### src/rtl/ref_lock_pkg.sv
package ref_lock_pkg;

  typedef enum logic {
    LK_OFF = 1'b0,
    LK_ON  = 1'b1
  } lk_state_t;

  // Offset band relative to the pair of thresholds in force for a state.
  typedef enum logic [1:0] {
    BAND_TIGHT = 2'd0,
    BAND_GREY  = 2'd1,
    BAND_WIDE  = 2'd2
  } band_t;

  function automatic band_t classify(input int unsigned mag,
                                     input int unsigned lo,
                                     input int unsigned hi);
    if (mag < lo)       return BAND_TIGHT;
    else if (mag <= hi) return BAND_GREY;
    else                return BAND_WIDE;
  endfunction

endpackage

### src/rtl/lk_window_timer.sv
module lk_window_timer #(
  parameter int WIN_LOG2 = 16
) (
  input  logic clk,
  input  logic rst_n,
  output logic tick
);
  logic [WIN_LOG2-1:0] cyc_q;

  always_ff @(posedge clk) begin
    if (!rst_n) cyc_q <= '0;
    else        cyc_q <= cyc_q + 1'b1;
  end

  assign tick = &cyc_q;


  tick_single_chk: assert property (@(posedge clk) disable iff (!rst_n)
    tick |=> !tick);

endmodule

### src/rtl/lk_offset_meas.sv
module lk_offset_meas #(
  parameter int WIN_LOG2 = 16,
  parameter int CNT_W    = 20,
  parameter int DEV_W    = 8
) (
  input  logic             clk,
  input  logic             rst_n,
  input  logic             tick,
  input  logic [CNT_W-1:0] rec_cnt,
  output logic             dev_vld,
  output logic [DEV_W-1:0] dev_mag
);
  localparam logic [CNT_W-1:0] WIN_CNT = CNT_W'(1) << WIN_LOG2;
  localparam logic [CNT_W-1:0] DEV_SAT = CNT_W'((64'd1 << DEV_W) - 64'd1);

  logic [CNT_W-1:0] base_q;
  logic             primed_q;
  logic [CNT_W-1:0] span;
  logic [CNT_W-1:0] off_raw;
  logic [CNT_W-1:0] off_abs;
  logic [DEV_W-1:0] off_sat;

  // Modular span: a wrap of rec_cnt inside the window cancels out.
  assign span    = rec_cnt - base_q;
  assign off_raw = span - WIN_CNT;
  assign off_abs = off_raw[CNT_W-1] ? (~off_raw + 1'b1) : off_raw;
  assign off_sat = (off_abs > DEV_SAT) ? DEV_SAT[DEV_W-1:0] : off_abs[DEV_W-1:0];

  always_ff @(posedge clk) begin
    if (!rst_n) begin
      base_q   <= '0;
      primed_q <= 1'b0;
      dev_vld  <= 1'b0;
      dev_mag  <= '0;
    end else begin
      dev_vld <= tick && primed_q;
      if (tick) begin
        base_q   <= rec_cnt;
        primed_q <= 1'b1;
        if (primed_q) dev_mag <= off_sat;
      end
    end
  end


  no_first_result_chk: assert property (@(posedge clk) disable iff (!rst_n)
    (tick && !primed_q) |=> !dev_vld);


  meas_pulse_chk: assert property (@(posedge clk) disable iff (!rst_n)
    dev_vld |=> !dev_vld);


  mag_hold_chk: assert property (@(posedge clk) disable iff (!rst_n)
    !tick |=> $stable(dev_mag));

endmodule

### src/rtl/lk_hyst_fsm.sv
module lk_hyst_fsm
  import ref_lock_pkg::*;
#(
  parameter int DEV_W    = 8,
  parameter int ACQ_LO   = 16,
  parameter int ACQ_HI   = 24,
  parameter int HOLD_LO  = 32,
  parameter int HOLD_HI  = 48,
  parameter int DATA_TOL = 26
) (
  input  logic             clk,
  input  logic             rst_n,
  input  logic             dev_vld,
  input  logic [DEV_W-1:0] dev_mag,
  output logic             locked,
  output logic             data_ok
);
  lk_state_t state_q, state_d;
  band_t     band;
  logic      ok_d;

  always_comb begin
    state_d = state_q;
    if (state_q == LK_OFF)
      band = classify(int'(dev_mag), ACQ_LO, ACQ_HI);
    else
      band = classify(int'(dev_mag), HOLD_LO, HOLD_HI);
    if (dev_vld) begin
      unique case (band)
        BAND_TIGHT: state_d = LK_ON;
        BAND_WIDE:  state_d = LK_OFF;
        default:    state_d = state_q;
      endcase
    end
    ok_d = (state_d == LK_ON) && (int'(dev_mag) <= DATA_TOL);
  end

  always_ff @(posedge clk) begin
    if (!rst_n) begin
      state_q <= LK_OFF;
      data_ok <= 1'b0;
    end else if (dev_vld) begin
      state_q <= state_d;
      data_ok <= ok_d;
    end
  end

  assign locked = (state_q == LK_ON);


  acquire_chk: assert property (@(posedge clk) disable iff (!rst_n)
    (dev_vld && !locked && int'(dev_mag) < ACQ_LO) |=> locked);


  acq_grey_hold_chk: assert property (@(posedge clk) disable iff (!rst_n)
    (dev_vld && !locked && int'(dev_mag) >= ACQ_LO) |=> !locked);


  keep_lock_chk: assert property (@(posedge clk) disable iff (!rst_n)
    (dev_vld && locked && int'(dev_mag) <= HOLD_HI) |=> locked);


  drop_lock_chk: assert property (@(posedge clk) disable iff (!rst_n)
    (dev_vld && locked && int'(dev_mag) > HOLD_HI) |=> !locked);


  ok_needs_lock_chk: assert property (@(posedge clk) disable iff (!rst_n)
    data_ok |-> locked);


  quiet_between_chk: assert property (@(posedge clk) disable iff (!rst_n)
    !dev_vld |=> ($stable(locked) && $stable(data_ok)));

endmodule

### src/rtl/ref_freq_lock_det.sv
module ref_freq_lock_det #(
  parameter int WIN_LOG2 = 16,
  parameter int CNT_W    = 20,
  parameter int DEV_W    = 8,
  parameter int ACQ_LO   = 16,
  parameter int ACQ_HI   = 24,
  parameter int HOLD_LO  = 32,
  parameter int HOLD_HI  = 48,
  parameter int DATA_TOL = 26
) (
  input  logic             clk,
  input  logic             rst_n,
  input  logic [CNT_W-1:0] rec_cnt,
  output logic             locked,
  output logic             data_lock_ok
);
  logic             tick;
  logic             dev_vld;
  logic [DEV_W-1:0] dev_mag;

  lk_window_timer #(.WIN_LOG2(WIN_LOG2)) u_timer (
    .clk   (clk),
    .rst_n (rst_n),
    .tick  (tick)
  );

  lk_offset_meas #(
    .WIN_LOG2 (WIN_LOG2),
    .CNT_W    (CNT_W),
    .DEV_W    (DEV_W)
  ) u_meas (
    .clk     (clk),
    .rst_n   (rst_n),
    .tick    (tick),
    .rec_cnt (rec_cnt),
    .dev_vld (dev_vld),
    .dev_mag (dev_mag)
  );

  lk_hyst_fsm #(
    .DEV_W    (DEV_W),
    .ACQ_LO   (ACQ_LO),
    .ACQ_HI   (ACQ_HI),
    .HOLD_LO  (HOLD_LO),
    .HOLD_HI  (HOLD_HI),
    .DATA_TOL (DATA_TOL)
  ) u_fsm (
    .clk     (clk),
    .rst_n   (rst_n),
    .dev_vld (dev_vld),
    .dev_mag (dev_mag),
    .locked  (locked),
    .data_ok (data_lock_ok)
  );


  reset_idle_chk: assert property (@(posedge clk)
    !rst_n |=> (!locked && !data_lock_ok));

endmodule

### config.mk
export PLATFORM = sky130hd
export DESIGN_NAME = ref_freq_lock_det
export DESIGN_NICKNAME = d
export VERILOG_FILES = /design/src/rtl/ref_lock_pkg.sv /design/src/rtl/lk_window_timer.sv /design/src/rtl/lk_offset_meas.sv /design/src/rtl/lk_hyst_fsm.sv /design/src/rtl/ref_freq_lock_det.sv
export SDC_FILE = /design/constraint.sdc
export NUM_CORES = 1
export LEC_CHECK = 0
export BUFFER_PORTS_ARGS = -buffer_cell sky130_fd_sc_hd__buf_2
export CORE_MARGIN = 1.5
export CORE_UTILIZATION = 45
export CTS_CLUSTER_SIZE = 30
export DETAILED_ROUTE_END_ITERATION = 16
export PLACE_DENSITY = 0.73
export SLEW_MARGIN = 15
export SYNTH_ARGS = -nofsm -noshare
export SYNTH_HDL_FRONTEND = slang
export SYNTH_SLANG_ARGS = --single-unit
### constraint.sdc
create_clock -name clk -period 3.8 [get_ports clk]
set_input_delay 0.38 -clock clk [delete_from_list [all_inputs] [get_ports clk]]
set_output_delay 0.38 -clock clk [all_outputs]
set_load 0.02 [all_outputs]
==> metrics.cfg, run 1 <==
[die]
fp.dieArea_um2 = 9171
core_area_um2 = 8258
die_h_um = 95.77
initial_core_util_pct = 46.89
io_pins = 24
core.rowCount = 33
die_w_um = 95.77

[final_layout]
nets = 574
final_area_um2 = 4566
drive_above_1_share_pct = 20.70
antenna_cells = 0
syn2layout_area_growth_pct = 17.90

[cts]
cts_tree = done
worst_skew_pair.late_latency_ps = 310
cts_root_buf = clkbuf_8
hold_buffers = 0
clkSinkCount = 48
htreeDepth = 2
numCtsBuffers = 5
clock_path_buffers = 2
clk_pin_slew_ps = 100

[synth]
synth_edf_count = 0
synthArstFlopShare_pct = 0
synth_seq_cells = 48
synth_cell_types = 63
yosysSeqAreaShare_pct = 24.81
syn_inst = 461
yosys_warnings = 0
synth.area.top_cells = dfxtp_1 25%, ha_1 13%, mux2i_1 5.9%, xnor2_1 4.7%, a21oi_1 4.3%
synth_top_area_cell = dfxtp_1
synth_top_area_share_pct = 24.81
synthesis.nets = 523
netlist_area_um2 = 3872
syn_avg_cell_area_um2 = 8.400
synth_flop_cell = dfxtp_1

[worst_hold_path]
hold_path_class = in2reg

[detailed_routing]
vias = 3453
vias_per_cell = 5.596
drt_iter0_markers = 188
met2_length_um = 4267
highest_layer = met4
wl_per_cell_um = 14.24
first_pass_iters = 5
drc_errors = 0
wl_met1_um = 4002
detail-route-antenna-nets = 0
dr_wl_met3_um = 350
wl_um = 8786

[placed_design]
place_area_um2 = 4319
gp_congestion = 0.8998
dp_hpwl_um = 6491
io_buffers = 23

[outcome]
status = finished, violations left
violations = setup timing

[global_route]
grt_pass1_wl_um = 14360
grt.total_usage_pct = 19.79
antenna_found_initial = 0
grt_pass1_vias = 3246
grt_max_degree = 49
grt.overflow.total = 0

[critical_path]
crit_top_cell = nor4_1
path_class = reg2reg
crit_path_end_kind = flop
cp_max_fo = 8
worst_path_largest_cell_delay_ps = 420
path_cells = inv_1, ha_1, ha_2, fa_2, a21o_1, a211oi_2, nor2_1, nor3b_2, nand4_1, nor4_1, buf_4, mux2i_1, o32a_1, nor4_1, a21oi_2
cp.required_ps = 3990
crit_buf_inv = 2
cp_top_family = simple AND/OR/NAND/NOR gates
arrival_ps = 4050
critPathSlowestCell = nor4_1
critPathLaunchType = flop

[power_and_ir_drop]
p_leak_uw = 0.001816
ir_worst_vdd_uv = 190.3
power_density_nw_per_um2 = 316.7

[timing]
fin_worst_skew_ps = 12.64
period_share_pct = 101.5
slew_violations = 0
rsz0062_at_grt = yes
timing.hold.ws_ps = 347.8
relSlewSlack_pct = 46.41
hold_viol_final = 0
postLayoutSetupSlackWorst_ps = -58.09
worst_slew_pin_slew_ps = 797.7
period_minus_slack_ps = 3858
max_freq_mhz = 259.2
setup_violations = 3

[flow_run]
cap_violations = 0

## routing by layer
layer  GRT usage (%)  up-vias
met2           34.45       84
met4           6.740        0
met5               0        -
met1           24.81     1600
met3           2.844       17
li1                -     1752
## sequential cells by signal, summed over array words and instances (netlist names)
name	flops
u_timer.cyc_q	16
u_meas.primed_q	1
u_fsm.locked	1
u_meas.base_q	20
u_meas.dev_vld	1
u_meas.dev_mag	8
u_fsm.data_ok	1
## worst reg2reg max path, delay by kind of cell (launching register included)
kind / cells / cell delay [ps]
simple gates: 5 / 1330
compound gates: 4 / 970
fa+ha+maj: 3 / 820
flops: 1 / 330
buf+inv: 2 / 220
mux: 1 / 70
## cells by family after synthesis
group                      after synthesis  share of synthesized area, %
buffers and inverters                   50                         4.911
adders and majority gates               40                         13.12
and+or+nand+nor                        161                         24.07
muxes                                   25                         6.527
DFF                                     48                         24.81
AOI/OAI and AO/OA                      102                         18.26
xor gates and xnor gates                35                         8.304
## synthesized netlist by cell type (4+ instances only)
library cell / instances
a211oi_1: 4
a21o_1: 7
a21oi_1: 33
and2_1: 17
and3_1: 10
clkbuf_1: 18
dfxtp_1: 48
ha_1: 39
inv_1: 28
mux2i_1: 23
nand2_1: 18
nand3_1: 17
nand4_1: 7
nor2_1: 22
nor2b_1: 26
nor3_1: 6
nor3b_1: 4
nor4_1: 10
o211ai_1: 5
o21a_1: 7
o21ai_0: 16
o221ai_1: 4
or3_1: 7
xnor2_1: 21
xor2_1: 12
## repair_timing
| item | CTS | global route |
|---|---|---|
| pin swaps | 6 | 2 |
| endpoints found under the setup margin | 8 | 8 |
| gates resized for setup | 7 | 9 |
| setup buffers | 3 | 8 |
## area by class of cell
type	instances	area [µm²]
clock inverters	2	60.06
inverters	28	105.1
fillers	767	3692
repair buffers	66	441.7
multi-input cells	363	2796
clock buffers	5	68.82
flip-flops and latches	48	962.2
well taps	105	131.4
## through the flow
| step | power [µW] | setup WS [ps] | cells | setup TNS, ps | utilization [%] |
|---|---|---|---|---|---|
| 2_1_floorplan | 834.0 | 50.57 | 461 | 0 | - |
| 3_3_place_gp | 977.4 | -204.3 | 605 | -1620 | 52.30 |
| 3_5_place_dp | 990.2 | -407.3 | 605 | -3133 | 52.30 |
| 4_1_cts | 1448 | 11.10 | 615 | 0 | 54.50 |
| 5_1_grt | 1518 | -168.7 | 617 | -1276 | 55.29 |
| 6_report | 1446 | -58.09 | 617 | -83.90 | 55.29 |
## final timing paths
check / startpoint / end / slack, ps / cells after the start
worst max-delay path: u_meas.base_q[1]$_SDFFE_PN0P_ / u_meas.dev_mag[1]$_SDFFE_PN0P_ / -60 / 15
worst min-delay path: rec_cnt[14] / u_meas.base_q[14]$_SDFFE_PN0P_ / 350 / 3
worst min register to register: u_meas.dev_vld$_SDFF_PN0_ / u_fsm.locked$_SDFFE_PN0P_ / 480 / 1
worst max register to register: u_meas.base_q[1]$_SDFFE_PN0P_ / u_meas.dev_mag[1]$_SDFFE_PN0P_ / -60 / 15
## cells in the final DEF (no fill, tap or decap), drive strengths merged, types with 10 or more instances in the layout
cell   synthesis  layout
xor2          13      13
xnor2         22      22
inv           28      28
nor4          11      11
ha            39      39
buf            4      66
o21ai         17      17
and2          18      18
a21oi         33      33
nand2         18      18
nand3         17      17
nor2          22      22
nor2b         26      26
and3          10      10
dfxtp         48      48
mux2i         23      23
## power breakdown
group	total (µW)	internal (µW)	switching, µW
logic	498	226	272
clock network	439	259	180
registers	508	505	3.11
total	1450	990	455
Power figures use the tool's default switching activity.
==> inputs of run 2 (changes only) <==
- ABC_AREA: not set -> 1
==> run 2 against run 1 <==
The flow now finishes without violations. Clock-buffer cell count did not move. Hold slack got worse by 40 ps. Power fell by 9.4%. Sequential power barely moved. Largest power group unchanged. Via count rose by 24%. Maximum frequency rose by 21%. Setup slack improved by 660 ps. Sequential cell count did not move. Routed wire length rose by 15%.
==> metrics.cfg, run 2 <==
[cts]
clkSinkCount = 48  ; unchanged
post_cts_buffers = 0  ; -3
numCtsBuffers = 5  ; unchanged
clk_pin_slew_ps = 100  ; about the same
hold_buffers = 0  ; unchanged
worst_skew_pair.late_latency_ps = 320  ; about the same
cts_root_buf = clkbuf_8
clock_path_buffers = 2  ; unchanged
cts.repair.resized = 0  ; -7
htreeDepth = 2  ; unchanged
cts_tree = done

[critical_path]
cp.required_ps = 4020  ; +30 ps
path_class = reg2reg
cp_max_fo = 8  ; unchanged
arrival_ps = 3420  ; -630 ps
critPathLaunchType = flop
crit_path_end_kind = flop

[die]
core.rowCount = 35  ; +6.1%
initial_core_util_pct = 46.54  ; -0.36 points
io_pins = 24  ; unchanged
core_area_um2 = 9284  ; +12%
die_w_um = 101.0  ; +5.5%
die_h_um = 101.0  ; +5.5%
fp.dieArea_um2 = 10200  ; +11%

[global_route]
grt.overflow.total = 0  ; unchanged
grt_max_degree = 32  ; -35%
antenna_found_initial = 0  ; unchanged
grt_pass1_wl_um = 17510  ; +22%
grt.total_usage_pct = 21.18  ; +1.4 points
grt_pass1_vias = 3983  ; +23%

[final_layout]
nets = 800  ; +39%
largest-register = u_meas.base_q
antenna_cells = 0  ; unchanged
syn2layout_area_growth_pct = 8.051
final_common_cell = nand2_1
drive_above_1_share_pct = 10.96  ; -9.7 points
final_cell_mix = 200 x nand2_1, 119 x inv_1, 69 x nor2_1, 61 x nand3_1, 48 x dfxtp_1
top_regs = u_meas.base_q (20), u_timer.cyc_q (16), u_meas.dev_mag (8)
largest_reg_flops = 20  ; unchanged

[timing]
relSlewSlack_pct = 61.94  ; +16 points
slew_violations = 0  ; unchanged
postLayoutSetupSlackWorst_ps = 602.3  ; +660.4 ps
rsz0062_at_grt = no
timing.hold.ws_ps = 308.2  ; -39.61 ps
worst_slew_pin_slew_ps = 556.5  ; -241.1 ps
period_share_pct = 84.15  ; -17 points
setup_violations = 0  ; -3
period_minus_slack_ps = 3198  ; -660.4 ps
hold_viol_final = 0  ; unchanged
setup_tns_ps = 0  ; +83.90 ps
max_freq_mhz = 312.7  ; +21%
fin_worst_skew_ps = 18.09  ; +5.456 ps

[synth]
yosys_warnings = 0  ; unchanged
netlist_area_um2 = 4320  ; +12%
synth_flop_cell = dfxtp_1
synth_top_area_share_pct = 22.24  ; -2.6 points
synthArstFlopShare_pct = 0  ; unchanged
synth_top_area_cell = dfxtp_1
syn_avg_cell_area_um2 = 6.026  ; -28%
synth.most_common_cell = nand2_1
synthTopCellsByCount = 200 x nand2_1, 119 x inv_1, 69 x nor2_1
synth_cell_types = 34  ; -46%
yosysSeqAreaShare_pct = 22.24  ; -2.6 points
synthesis.nets = 779  ; +49%
syn_inst = 717  ; +56%
synth.area.top_cells = dfxtp_1 22%, nand2_1 17%, ha_1 11%, inv_1 10%, nand3_1 7.1%
synth_edf_count = 0  ; unchanged
synth_seq_cells = 48  ; unchanged

[power_and_ir_drop]
combPwrFrac_pct = 32.1  ; -2.4 points
power.share.switching_pct = 36.06  ; +4.6 points
switchingPower_uw = 472.5  ; +3.8%
pwr-share-seq_pct = 38.7  ; +3.5 points
ir_worst_vdd_uv = 137.0  ; -28%
p_leak_uw = 0.002445  ; +35%
clkPwrFrac_pct = 29.2  ; -1.2 points
p_int_uw = 837.9  ; -15%
power_density_nw_per_um2 = 280.7  ; -11%

[detailed_routing]
vias = 4277  ; +24%
detail-route-antenna-nets = 0  ; unchanged
wl_per_cell_um = 11.66  ; -18%
vias_per_cell = 4.927  ; -12%
drc_errors = 0  ; unchanged
first_pass_iters = 5  ; unchanged
drt_iter0_markers = 139  ; -26%
wl_um = 10120  ; +15%

[placed_design]
post-place-ws_ps = 477.1  ; +884.4 ps
io_buffers = 23  ; unchanged
gp_congestion = 0.9209  ; +2.3%
dp_hpwl_um = 8017  ; +24%

[flow_run]
cap_violations = 0  ; unchanged

[worst_hold_path]
hold_path_class = in2reg

[outcome]
status = finished clean

-- run 2: cell types whose count changed after synthesis, sizes merged, moves of 20 or more --
cell	before	now
nand2	18	219
inv	28	126
nor2	22	83
nand3	17	66
nor2b	26	0
mux2i	23	0
xnor2	22	2
-- run 2: routing by layer --
layer | wire [µm] | vias up | GRT usage, %
met5 | 0 | - | 0
met4 | 134 | 0 | 5.342
met3 | 316 | 13 | 2.566
met2 | 4740 | 82 | 37.21
met1 | 4929 | 1870 | 27.51
li1 | - | 2312 | -
-- run 2: path summary, 6_finish.rpt --
kind,depth (start not counted),slack [ps],end,from
worst max-delay path,20,600,u_meas.dev_mag[4]$_SDFFE_PN0P_,u_meas.base_q[1]$_SDFFE_PN0P_
worst min-delay path,3,310,u_meas.base_q[9]$_SDFFE_PN0P_,rec_cnt[9]
worst max register to register,20,600,u_meas.dev_mag[4]$_SDFFE_PN0P_,u_meas.base_q[1]$_SDFFE_PN0P_
worst min register to register,1,450,u_timer.cyc_q[0]$_SDFF_PN0_,u_timer.cyc_q[0]$_SDFF_PN0_
-- run 2: critical path, stage by stage, from the launching register on --
cell and delay (ps):
dfxtp_1 340, inv_1 40, ha_1 270, ha_1 250, fa_1 480, inv_1 110, nand3_1 110, nor2_1 160
nand3_1 130, nor2_1 210, nand3_1 100, nor2_1 100, nand2_1 90, nand3_1 80, nand2_1 60, nor2_1 150
nand2_2 110, nor2_8 140, nand3_1 90, nand2_1 70, inv_1 40
-- run 2: through the flow --
step	total power, µW	util (%)	cells	cell area, µm²
floorplan	843.9	-	717	4320
global placement	927.7	49.08	860	4557
CTS	1327	50.28	868	4668
detailed placement	933.1	49.08	860	4557
finish	1310	50.28	868	4668
global route	1410	50.28	868	4668
-- run 2: final cells by class --
type                            instances  area (µm²)
Fill cell                             997        4616
Multi-Input combinational cell        530        2824
Sequential cell                        48       960.9
Inverter                              128       480.5
Tap cell                              129       161.4
Timing Repair Buffer                   25       130.1
Clock buffer                            5       68.82
Clock inverter                          3       42.54
-- run 2: power by group through the flow --
stage | clock network, µW | registers, µW | logic [µW]
after CTS | 403 | 507 | 417
after global placement | 0 | 519 | 409
after floorplan | 0 | 518 | 326
after global routing | 422 | 508 | 481
after detailed placement | 0 | 519 | 414
final | 383 | 507 | 420
-- run 2: logic make-up (layout without fill, tap and decap cells) --
family	after synthesis	after routing	synth area share, %
DFF	48	48	22.24
AOI/OAI and AO/OA	75	75	9.094
and+or+nand+nor	408	408	43.09
buffers and inverters	139	161	12.40
adders and majority gates	40	40	11.76
xor gates and xnor gates	7	7	1.419
==> inputs of run 3 (changes only) <==
- PLACE_DENSITY: 0.73 -> 0.71
- clock period: 3.8 -> 3.1 ns (I/O delays scaled with it)
==> run 3 against run 2 <==
Die area unchanged. Clock power increased by 19%. Critical endpoint is now u_meas.dev_mag[2]$_SDFFE_PN0P_. Sequential cell count is the same. Hold slack got worse by 52 ps. Routed wire length grew 5.7%. Largest power group is now combinational logic.
==> metrics.cfg, run 3 (synthesized netlist as in run 2, its figures left out) <==
[cts]
cts_tree = done
clkSinkCount = 48  ; unchanged
clk_pin_slew_ps = 90  ; about the same
htreeDepth = 2  ; unchanged
clock_path_buffers = 2  ; unchanged
numCtsBuffers = 5  ; unchanged
worst_skew_pair.late_latency_ps = 310  ; about the same
hold_buffers = 0  ; unchanged
cts_root_buf = clkbuf_8

[critical_path]
crit_buf_inv = 2  ; -1
cp_max_fo = 8  ; unchanged
cp.required_ps = 3310  ; -710 ps
path_cells = inv_2, ha_4, ha_4, fa_2, nor2_4, nor2_4, nor2_4, nand3_2, nor2_4, nand3_4, nor2_4, nand2_2, nand2_2, nand2_1, nand2_1, nand2_1, nor2_2, nand2_2, nor2_8, nand3_2, nand2_1, inv_1
cp_top_family = simple AND/OR/NAND/NOR gates
worst_path_largest_cell_delay_ps = 450  ; -30 ps
crit_path_end_kind = flop
crit_top_cell = nor2_4
path_class = reg2reg
critPathSlowestCell = fa_2
critPathLaunchType = flop
arrival_ps = 3280  ; -140 ps

[power_and_ir_drop]
p_total_uw = 1715  ; +31%
p_leak_uw = 0.002568  ; +5.0%
power_density_nw_per_um2 = 330.0  ; +18%
ir_worst_vdd_uv = 215.5  ; +57%

[detailed_routing]
detail-route-antenna-nets = 0  ; unchanged
first_pass_iters = 5  ; unchanged
vias_per_cell = 4.955  ; +0.56%
wl_um = 10700  ; +5.7%
vias = 4415  ; +3.2%
drc_errors = 0  ; unchanged
drt_iter0_markers = 161  ; +16%
wl_per_cell_um = 12.01  ; +3.0%

[global_route]
grt_max_degree = 31  ; -3.1%
grt_pass1_wl_um = 17430  ; -0.43%
antenna_found_initial = 0  ; unchanged
grt.total_usage_pct = 20.98  ; -0.20 points
grt.overflow.total = 0  ; unchanged
grt_pass1_vias = 4016  ; +0.83%

[timing]
setup_violations = 0  ; unchanged
max_freq_mhz = 326.2  ; +4.3%
rsz0062_at_grt = yes
setup_tns_ps = 0  ; unchanged
period_share_pct = 98.88  ; +15 points
period_minus_slack_ps = 3065  ; -132.4 ps
relSlewSlack_pct = 61.90  ; about the same
slew_violations = 0  ; unchanged
worst_slew_pin_slew_ps = 557.1  ; +0.5469 ps
fin_worst_skew_ps = 7.028  ; -11.06 ps
hold_viol_final = 0  ; unchanged

[worst_hold_path]
hold_path_class = in2reg

[die]
core.rowCount = 35  ; unchanged
die_h_um = 101.0  ; unchanged
io_pins = 24  ; unchanged
initial_core_util_pct = 46.54  ; unchanged
fp.dieArea_um2 = 10200  ; unchanged
die_w_um = 101.0  ; unchanged
core_area_um2 = 9284  ; unchanged

[final_layout]
final_cell_mix = 188 x nand2_1, 116 x inv_1, 59 x nor2_1, 47 x nand3_1, 47 x dfxtp_1
syn2layout_area_growth_pct = 20.30
final_area_um2 = 5197  ; +11%
drive_above_1_share_pct = 21.39  ; +10 points
largest_reg_flops = 20  ; unchanged
antenna_cells = 0  ; unchanged
final_common_cell = nand2_1
nets = 823  ; +2.9%
top_regs = u_meas.base_q (20), u_timer.cyc_q (16), u_meas.dev_mag (8)
fillers = 946  ; -5.1%
largest-register = u_meas.base_q

[placed_design]
io_buffers = 23  ; unchanged
gp_congestion = 0.9267  ; +0.63%
place_area_um2 = 4647  ; +2.0%
dp_hpwl_um = 8077  ; +0.75%

[outcome]
status = finished clean

[flow_run]
cap_violations = 0  ; unchanged

==> run 3: per-stage QoR <==
step / setup slack, ps / util [%] / hold slack [ps] / instances
final: 34.74 / 55.98 / 256.0 / 891
after global routing: -164.4 / 55.98 / 267.8 / 891
after CTS: 48.35 / 51.24 / 250.8 / 880
after detailed placement: -72.52 / 50.05 / 443.8 / 872
after global placement: 4.474 / 50.05 / 431.7 / 872
after floorplan: 292.9 / - / 417.5 / 717
==> run 3: power breakdown <==
group	switching [µW]	internal, µW
clock network	218	240
logic	399	237
registers	2.09	619
total	619	1100
==> run 3: tightest hold or removal path, delay by kind of cell <==
family        cells  cell delay (ps)
simple gates      2              130
buf+inv           1               90
==> run 3: metal layers <==
metal / vias to the layer above / part of all wire (%) / track usage (%)
li1: 2353 / - / -
met1: 1983 / 48 / 27.60
met2: 70 / 48 / 36.95
met3: 9 / 2.9 / 2.497
met4: 0 / 1.1 / 4.274
met5: - / 0 / 0
==> run 3: layout make-up <==
type	count	area, µm²	area share (%)
clock inverter	2	35.03	0.6740
multi-input combinational	530	3179	61.17
clock buffer	6	72.57	1.396
inverter	128	484.2	9.316
timing repair buffer	48	302.8	5.826
tap	129	161.4	3.105
sequential	48	962.2	18.51
==> run 3: repair_timing <==
action,CTS,global route
pin swaps,0,30
cloned,0,0
resized for setup,1,79
setup endpoints to repair,7,8
setup buffers,0,11
==> run 3: path summary, 6_finish.rpt <==
kind	end	cells past startpoint	startpoint	slack (ps)
setup / recovery	u_meas.dev_mag[2]$_SDFFE_PN0P_	22	u_meas.base_q[1]$_SDFFE_PN0P_	30
hold / removal	u_meas.base_q[4]$_SDFFE_PN0P_	3	rec_cnt[4]	260
setup reg to reg	u_meas.dev_mag[2]$_SDFFE_PN0P_	22	u_meas.base_q[1]$_SDFFE_PN0P_	30
hold reg to reg	u_timer.cyc_q[0]$_SDFF_PN0_	1	u_timer.cyc_q[0]$_SDFF_PN0_	460
